**src/rtl/mdio_slv_pkg.sv**
```systemverilog
package mdio_slv_pkg;

  typedef enum logic [2:0] {
    S_PRE,
    S_ST,
    S_OP,
    S_PHY,
    S_REG,
    S_TA,
    S_DATA
  } mdio_st_e;

  localparam logic [1:0] OP_RD = 2'b10;
  localparam logic [1:0] OP_WR = 2'b01;

  // saturating counter step used for preamble counting
  function automatic int sat_inc(input int v, input int lim);
    return (v >= lim) ? lim : v + 1;
  endfunction

  function automatic logic op_legal(input logic [1:0] op);
    return (op == OP_RD) || (op == OP_WR);
  endfunction

endpackage

```
**src/rtl/mdio_edge_sync.sv**
```systemverilog
module mdio_edge_sync #(
  parameter int STAGES = 2
) (
  input  logic clk,
  input  logic rst_n,
  input  logic mdc_i,
  input  logic mdio_i,
  output logic rise_o,
  output logic bit_o
);
  logic [STAGES-1:0] mdc_q;
  logic [STAGES-1:0] dat_q;
  logic              mdc_last;

  always_ff @(posedge clk or negedge rst_n) begin
    if (!rst_n) begin
      mdc_q    <= '0;
      dat_q    <= '0;
      mdc_last <= 1'b0;
    end else begin
      mdc_q    <= {mdc_q[STAGES-2:0], mdc_i};
      dat_q    <= {dat_q[STAGES-2:0], mdio_i};
      mdc_last <= mdc_q[STAGES-1];
    end
  end

  assign rise_o = mdc_q[STAGES-1] & ~mdc_last;
  assign bit_o  = dat_q[STAGES-1];
endmodule

```
**src/rtl/mdio_frame_parser.sv**
```systemverilog
module mdio_frame_parser
  import mdio_slv_pkg::*;
#(
  parameter int DW      = 16,
  parameter int AW      = 5,
  parameter int PRE_LEN = 32
) (
  input  logic          clk,
  input  logic          rst_n,
  input  logic          rise_i,
  input  logic          bit_i,
  input  logic          dis_i,
  input  logic [AW-1:0] phy_strap_i,
  input  logic [DW-1:0] rd_data_i,
  output logic [AW-1:0] rd_addr_o,
  output logic          wr_en_o,
  output logic [AW-1:0] wr_addr_o,
  output logic [DW-1:0] wr_data_o,
  output logic          mdio_o,
  output logic          mdio_oe_o
);
  localparam int PW = $clog2(PRE_LEN + 1);
  localparam int CW = $clog2(DW);

  mdio_st_e      st;
  logic [PW-1:0] pre_cnt;
  logic [CW-1:0] bit_cnt;
  logic [1:0]    op;
  logic [AW-1:0] phy;
  logic [AW-1:0] rega;
  logic          hit;
  logic [DW-1:0] shreg;

  // named events for assertions
  logic is_rd, rd_go, last_data;
  assign is_rd     = (op == OP_RD);
  assign rd_go     = mdio_oe_o;
  assign last_data = (bit_cnt == CW'(DW - 1));

  always_ff @(posedge clk or negedge rst_n) begin
    if (!rst_n) begin
      st        <= S_PRE;
      pre_cnt   <= '0;
      bit_cnt   <= '0;
      op        <= '0;
      phy       <= '0;
      rega      <= '0;
      hit       <= 1'b0;
      shreg     <= '0;
      wr_en_o   <= 1'b0;
      wr_addr_o <= '0;
      wr_data_o <= '0;
      mdio_o    <= 1'b0;
      mdio_oe_o <= 1'b0;
    end else begin
      wr_en_o <= 1'b0;
      if (dis_i) begin
        st        <= S_PRE;
        pre_cnt   <= '0;
        mdio_oe_o <= 1'b0;
        mdio_o    <= 1'b0;
      end else if (rise_i) begin
        unique case (st)
          S_PRE: begin
            if (bit_i) pre_cnt <= PW'(sat_inc(int'(pre_cnt), PRE_LEN));
            else if (pre_cnt == PW'(PRE_LEN)) begin
              st      <= S_ST;
              pre_cnt <= '0;
            end else pre_cnt <= '0;
          end
          S_ST: begin
            bit_cnt <= '0;
            st      <= bit_i ? S_OP : S_PRE;
          end
          S_OP: begin
            op <= {op[0], bit_i};
            if (bit_cnt == CW'(1)) begin
              bit_cnt <= '0;
              st      <= op_legal({op[0], bit_i}) ? S_PHY : S_PRE;
            end else bit_cnt <= bit_cnt + 1'b1;
          end
          S_PHY: begin
            phy <= {phy[AW-2:0], bit_i};
            if (bit_cnt == CW'(AW - 1)) begin
              bit_cnt <= '0;
              st      <= S_REG;
            end else bit_cnt <= bit_cnt + 1'b1;
          end
          S_REG: begin
            rega <= {rega[AW-2:0], bit_i};
            if (bit_cnt == CW'(AW - 1)) begin
              bit_cnt <= '0;
              hit     <= (phy == phy_strap_i);
              st      <= S_TA;
            end else bit_cnt <= bit_cnt + 1'b1;
          end
          S_TA: begin
            if (bit_cnt == '0) begin
              bit_cnt <= CW'(1);
              if (is_rd && hit) begin
                mdio_oe_o <= 1'b1;
                mdio_o    <= 1'b0;
                shreg     <= rd_data_i;
              end else if (!is_rd && !bit_i) st <= S_PRE;
            end else if (!is_rd && bit_i) begin
              st <= S_PRE;
            end else begin
              st      <= S_DATA;
              bit_cnt <= '0;
              if (rd_go) begin
                mdio_o <= shreg[DW-1];
                shreg  <= {shreg[DW-2:0], 1'b0};
              end
            end
          end
          S_DATA: begin
            if (rd_go) begin
              mdio_o <= shreg[DW-1];
              shreg  <= {shreg[DW-2:0], 1'b0};
            end else shreg <= {shreg[DW-2:0], bit_i};
            if (last_data) begin
              st        <= S_PRE;
              mdio_oe_o <= 1'b0;
              mdio_o    <= 1'b0;
              if (!is_rd && hit) begin
                wr_en_o   <= 1'b1;
                wr_addr_o <= rega;
                wr_data_o <= {shreg[DW-2:0], bit_i};
              end
            end else bit_cnt <= bit_cnt + 1'b1;
          end
          default: st <= S_PRE;
        endcase
      end
    end
  end

  assign rd_addr_o = rega;


  pre_full_chk: assert property (@(posedge clk) disable iff (!rst_n)
    (st == S_ST && $past(st) == S_PRE) |-> $past(pre_cnt) == PW'(PRE_LEN));


  oe_window_chk: assert property (@(posedge clk) disable iff (!rst_n)
    mdio_oe_o |-> (st == S_TA || st == S_DATA));


  dis_block_chk: assert property (@(posedge clk) disable iff (!rst_n)
    dis_i |=> (!mdio_oe_o && !wr_en_o));


  write_opcode_chk: assert property (@(posedge clk) disable iff (!rst_n)
    wr_en_o |-> op == OP_WR);
endmodule

```
**src/rtl/mdio_reg_bank.sv**
```systemverilog
module mdio_reg_bank #(
  parameter int              DW        = 16,
  parameter int              NREG      = 32,
  parameter logic [NREG-1:0] IMPL_MASK = 32'h003F_87FF,
  parameter int              ISO_REG   = 0,
  parameter int              ISO_BIT   = 10,
  parameter int              HOLD_REG  = 16,
  parameter int              HOLD_BIT  = 2,
  localparam int             AW        = $clog2(NREG)
) (
  input  logic          clk,
  input  logic          rst_n,
  input  logic          wr_en_i,
  input  logic [AW-1:0] wr_addr_i,
  input  logic [DW-1:0] wr_data_i,
  input  logic [AW-1:0] rd_addr_i,
  output logic [DW-1:0] rd_data_o,
  output logic          iso_bit_o,
  output logic          hold_en_o
);
  logic [DW-1:0] regs [NREG];

  for (genvar g = 0; g < NREG; g++) begin : g_reg
    if (IMPL_MASK[g]) begin : g_impl
      logic [DW-1:0] q;
      always_ff @(posedge clk or negedge rst_n) begin
        if (!rst_n) q <= '0;
        else if (wr_en_i && wr_addr_i == AW'(g)) q <= wr_data_i;
      end
      assign regs[g] = q;
    end else begin : g_none
      assign regs[g] = '0;
    end
  end

  assign rd_data_o = IMPL_MASK[rd_addr_i] ? regs[rd_addr_i] : '0;
  assign iso_bit_o = regs[ISO_REG][ISO_BIT];
  assign hold_en_o = regs[HOLD_REG][HOLD_BIT];


  wr_store_chk: assert property (@(posedge clk) disable iff (!rst_n)
    (wr_en_i && IMPL_MASK[wr_addr_i]) |=> regs[$past(wr_addr_i)] == $past(wr_data_i));


  unimpl_zero_chk: assert property (@(posedge clk) disable iff (!rst_n)
    !IMPL_MASK[rd_addr_i] |-> rd_data_o == '0);
endmodule

```
**src/rtl/mdio_ctl_decode.sv**
```systemverilog
module mdio_ctl_decode (
  input  logic clk,
  input  logic rst_n,
  input  logic iso_bit_i,
  input  logic hold_en_i,
  input  logic link_down_i,
  output logic isolate_o,
  output logic link_hold_o
);
  assign isolate_o = iso_bit_i;

  always_ff @(posedge clk or negedge rst_n) begin
    if (!rst_n)            link_hold_o <= 1'b0;
    else if (!hold_en_i)   link_hold_o <= 1'b0;
    else if (link_down_i)  link_hold_o <= 1'b1;
  end


  hold_set_chk: assert property (@(posedge clk) disable iff (!rst_n)
    $rose(link_hold_o) |-> $past(hold_en_i && link_down_i));


  hold_keep_chk: assert property (@(posedge clk) disable iff (!rst_n)
    (link_hold_o && hold_en_i) |=> link_hold_o);
endmodule

```
**src/rtl/mdio_mgmt_slave.sv**
```systemverilog
module mdio_mgmt_slave
  import mdio_slv_pkg::*;
#(
  parameter int          DW        = 16,
  parameter int          NREG      = 32,
  parameter int          PRE_LEN   = 32,
  parameter int          SYNC      = 2,
  parameter logic [31:0] IMPL_MASK = 32'h003F_87FF
) (
  input  logic       clk,
  input  logic       rst_n,
  input  logic       mdc_i,
  input  logic       mdio_i,
  output logic       mdio_o,
  output logic       mdio_oe_o,
  input  logic [4:0] phy_strap_i,
  input  logic       mgmt_dis_i,
  input  logic       link_down_i,
  output logic       isolate_o,
  output logic       link_hold_o
);
  localparam int AW = $clog2(NREG);

  logic          rise, sbit;
  logic [AW-1:0] rd_addr, wr_addr;
  logic [DW-1:0] rd_data, wr_data;
  logic          wr_en, iso_bit, hold_en;

  mdio_edge_sync #(.STAGES(SYNC)) u_sync (
    .clk(clk), .rst_n(rst_n), .mdc_i(mdc_i), .mdio_i(mdio_i),
    .rise_o(rise), .bit_o(sbit)
  );

  mdio_frame_parser #(.DW(DW), .AW(AW), .PRE_LEN(PRE_LEN)) u_parse (
    .clk(clk), .rst_n(rst_n), .rise_i(rise), .bit_i(sbit), .dis_i(mgmt_dis_i),
    .phy_strap_i(phy_strap_i), .rd_data_i(rd_data), .rd_addr_o(rd_addr),
    .wr_en_o(wr_en), .wr_addr_o(wr_addr), .wr_data_o(wr_data),
    .mdio_o(mdio_o), .mdio_oe_o(mdio_oe_o)
  );

  mdio_reg_bank #(.DW(DW), .NREG(NREG), .IMPL_MASK(IMPL_MASK)) u_bank (
    .clk(clk), .rst_n(rst_n), .wr_en_i(wr_en), .wr_addr_i(wr_addr),
    .wr_data_i(wr_data), .rd_addr_i(rd_addr), .rd_data_o(rd_data),
    .iso_bit_o(iso_bit), .hold_en_o(hold_en)
  );

  mdio_ctl_decode u_ctl (
    .clk(clk), .rst_n(rst_n), .iso_bit_i(iso_bit), .hold_en_i(hold_en),
    .link_down_i(link_down_i), .isolate_o(isolate_o), .link_hold_o(link_hold_o)
  );


  iso_no_mdio_effect_chk: assert property (@(posedge clk) disable iff (!rst_n)
    (isolate_o && wr_en == 1'b0 && $past(rise) == 1'b0 && $past(mgmt_dis_i) == 1'b0)
      |-> $stable(mdio_oe_o));
endmodule

```
**config.mk**
```make
export PLATFORM = sky130hd
export DESIGN_NAME = mdio_mgmt_slave
export DESIGN_NICKNAME = d
export VERILOG_FILES = /design/src/rtl/mdio_slv_pkg.sv /design/src/rtl/mdio_edge_sync.sv /design/src/rtl/mdio_frame_parser.sv /design/src/rtl/mdio_reg_bank.sv /design/src/rtl/mdio_ctl_decode.sv /design/src/rtl/mdio_mgmt_slave.sv
export SDC_FILE = /design/constraint.sdc
export NUM_CORES = 1
export LEC_CHECK = 0
export ABC_AREA = 1
export ABC_CLOCK_PERIOD_IN_PS = 3500
export BUFFER_PORTS_ARGS = -buffer_cell sky130_fd_sc_hd__clkbuf_2
export CORE_MARGIN = 2
export CORE_UTILIZATION = 36
export DETAILED_ROUTE_END_ITERATION = 10
export HOLD_SLACK_MARGIN = 0.06
export PLACE_DENSITY = 0.57
export SYNTH_ARGS = -nofsm -noshare
export SYNTH_HDL_FRONTEND = slang
export SYNTH_SLANG_ARGS = --single-unit
```
**constraint.sdc**
```tcl
create_clock -name clk -period 3.5 [get_ports clk]
set_input_delay 0.175 -clock clk [delete_from_list [all_inputs] [get_ports clk]]
set_output_delay 0.175 -clock clk [all_outputs]
set_load 0.01 [all_outputs]
```
==> flow_summary.toml <==
[timing]
setup_viol_count_final = 0
timing.final.hold_violations = 0
finClkSkew_ps = 23.9
max_freq_ghz = 0.367
setup_repair_after_global_routing_missed_its_margin = "false"
min_period_ps = 2720
fin_crit_sh_pct = 77.9
finalSetupTns_ps = 0
max_slew.worst_pin.slew_ps = 1240
worst_slew_margin_rel_pct = 17.3
maxSlewViolCount = 0

[clocking]
ctsLongestPathBuffers = 3
clock_insertion_delay_worst_skew_ps = 570
cts-htree-levels = 2
cts_buffers = 42
post_cts_resize_count = 0
cts_tree = "yes"
post_cts_buffers = 0
ctsRootBufferMaster = "clkbuf_16"
tritoncts_num_sinks = 360
cts.clk_slew.worst_paths_ps = 60

[placed_design]
port-buffer-count = 14
place.detailed.hpwl_um = 31700
gp_congestion = 0.916

[yosys]
yosys.area.top_type_share_pct = 53.8
synth_area_leaders = "dfrtp_1 (54%), nand2_1 (16%), o21ai_0 (10%), nor2_1 (5.0%), a21oi_1 (2.7%)"
synth_sequential_area_ratio_pct = 53.8
netlist_area_um2 = 16800
post-synth-top-count-cell = "nand2_1"
synthCells = 2141
yosys-top-cells-count = "nand2_1 (692), dfrtp_1 (360), o21ai_0 (351)"
synth_top_cell_by_area = "dfrtp_1"
asyncSetResetFlopFracSynth_pct = 100
synth.lib_cells_used.distinct = 38
ys_ff_latch = 360
synth.yosys.warnings = 0
synth-edff-count = 0
synthFlopType = "dfrtp_1"
synth_area_per_cell_um2 = 7.82
syn-num-nets = 2158

[worst_hold_path]
timing.hold.worst_endpoint = "u_sync.dat_q[0]"
min_path_type = "primary input to register"
launch_point_of_the_worst_hold_path = "mdio_i"
min_delay_path_depth = 2

[die]
die_area_um2 = 48300
fp.dieW_um = 220
start_util_pct = 36.2
floorplan.rows = 79
die_y_um = 220
total_core_area_um2 = 46300
ioPinCount = 15

[power_and_ir_drop]
total_power_mw = 13.0
irDropWorstVdd_v = 0.000342
power_per_cell_area_nw_per_um2 = 689
p_leak_nw = 8.71

[detailed_routing]
drt_wl_total_um = 50600
dr_pass1_iterations = 5
antenna_left = 0
route.detailed.wl_per_inst_um = 18.5
drcViolationCount = 0
detail_route.iter0.violations = 1395
detail_route.vias_per_cell = 5.18
vias = 14197

[worst_setup_path]
critical_path.endpoint_type = "register"
cp-start-kind = "register"
crit_path_max_fanout = 20
reg2reg_depth = 9
regToRegEndpoint = "u_parse.shreg[4]"
crit-reg2reg-launch = "u_parse.rd_addr_o[2]"
setup_slack_reg_to_reg_ps = 780
crit_type = "register to register"
required_ps = 3990
crit_arrival_ps = 3210

[final_layout]
nets = 2121
filler_cell_count = 4736
antennaDiodeCount = 0
post_route_cells_drive_above_1_share_pct = 7.13
synthToLayoutAreaGrowth_pct = 12.4

[global_route]
globalRouteTotalUtil_pct = 21.5
first_global_vias = 13636
antenna_found_initial = 0
largest_net_degree_at_the_start_of_global_routing = 109
global_route_wire_length_before_repair_um = 79600
grt_overflow = 0

[flow_run]
timing.max_cap.violations = 0

[status]
outcome = "finished clean"
[timing repair]
action	CTS	global route
hold endpoints to repair	103	0
hold buffers	7	0
endpoints found under the setup margin	0	0
[registers in the layout, summed over array words and instances, names as in the netlist, 2 cells and up]
signal / cells
u_parse.st: 3
u_parse.rd_addr_o: 5
u_sync.mdc_q: 2
u_parse.phy: 5
u_parse.shreg: 16
u_parse.pre_cnt: 6
u_parse.wr_addr_o: 5
u_parse.op: 2
u_bank.g.g_impl.q: 288
u_sync.dat_q: 2
u_parse.wr_data_o: 16
u_parse.bit_cnt: 4
[layout by cell type, fill, tap and decap left out, drive strengths merged]
| cell type | instances |
|---|---|
| nand2 | 694 |
| dfrtp | 360 |
| o21ai | 354 |
| nor2 | 225 |
| inv | 118 |
| a21oi | 91 |
| nand3 | 82 |
| clkbuf | 75 |
| buf | 35 |
| nand4 | 25 |
| nor3 | 17 |
| or2 | 14 |
| clkinv | 9 |
| dlygate4sd3 | 7 |
| ha | 6 |
| nor3b | 3 |
| xnor2 | 3 |
| bufinv | 3 |
| a31oi | 2 |
| xor2 | 2 |
| nor4 | 2 |
| nand3b | 1 |
| o21a | 1 |
| a311oi | 1 |
| and3 | 1 |
| o221ai | 1 |
| clkinvlp | 1 |
[routing by layer]
layer  GRT usage (%)  part of all wire (%)
met1            30.3                    45
met2            33.0                    44
met4            8.39                   3.6
met3            3.73                   7.0
met5               0                     0
[where the power goes]
group	switching, mW	leakage [nW]	internal, mW
Combinational	2.72	3.04	1.04
Clock	1.76	0.705	2.76
Sequential	0.320	4.96	4.37
[worst max-delay path by stage]
| stage | start | endpoint | slack (ps) | cells after the start |
|---|---|---|---|---|
| after floorplan | u_parse.bit_cnt[0] | u_parse.shreg[10] | 1800 | 10 |
| after global placement | u_parse.rd_addr_o[2] | u_parse.shreg[11] | 820 | 9 |
| after detailed placement | u_parse.rd_addr_o[2] | u_parse.shreg[11] | 790 | 9 |
| after CTS | u_parse.rd_addr_o[2] | u_parse.shreg[11] | 770 | 9 |
| after global routing | u_parse.rd_addr_o[2] | u_parse.shreg[9] | 630 | 9 |
| final | u_parse.rd_addr_o[2] | u_parse.shreg[4] | 780 | 9 |
[logic make-up after synthesis]
group	synth area share, %
AND/OR/NAND/NOR	25.6
buffers and inverters	6.21
adder cells (fa/ha/maj)	0.448
XOR/XNOR	0.261
flip-flops	53.8
AO/OA/AOI/OAI	13.6
[layout make-up]
| type | instances | area, um^2 | area share [%] |
|---|---|---|---|
| Sequential cell | 360 | 9010 | 47.9 |
| Multi-Input combinational cell | 1525 | 6710 | 35.6 |
| Clock buffer | 62 | 1290 | 6.85 |
| Tap cell | 607 | 759 | 4.03 |
| Timing Repair Buffer | 55 | 468 | 2.49 |
| Inverter | 120 | 454 | 2.41 |
| Clock inverter | 11 | 133 | 0.705 |
[stage by stage]
step	area (um^2)	hold WS, ps	setup slack, ps	util [%]	std cells
final	18800	248	775	40.7	2740
after global routing	18800	257	633	40.7	2740
after CTS	18800	222	772	40.7	2740
after detailed placement	17300	285	788	37.5	2660
after global placement	17300	284	816	37.5	2660
after floorplan	16800	-121	1800	-	2141
[critical path, stage by stage (launching register included)]
cell and delay (ps):
dfrtp_1 810, nand2_1 620, buf_4 430, nor2_1 110, o21ai_0 90, nand2_1 140
nand2_1 140, nand2_1 90, nand2_1 50, a21oi_1 150
No activity file was read; power rests on OpenSTA's default activity.
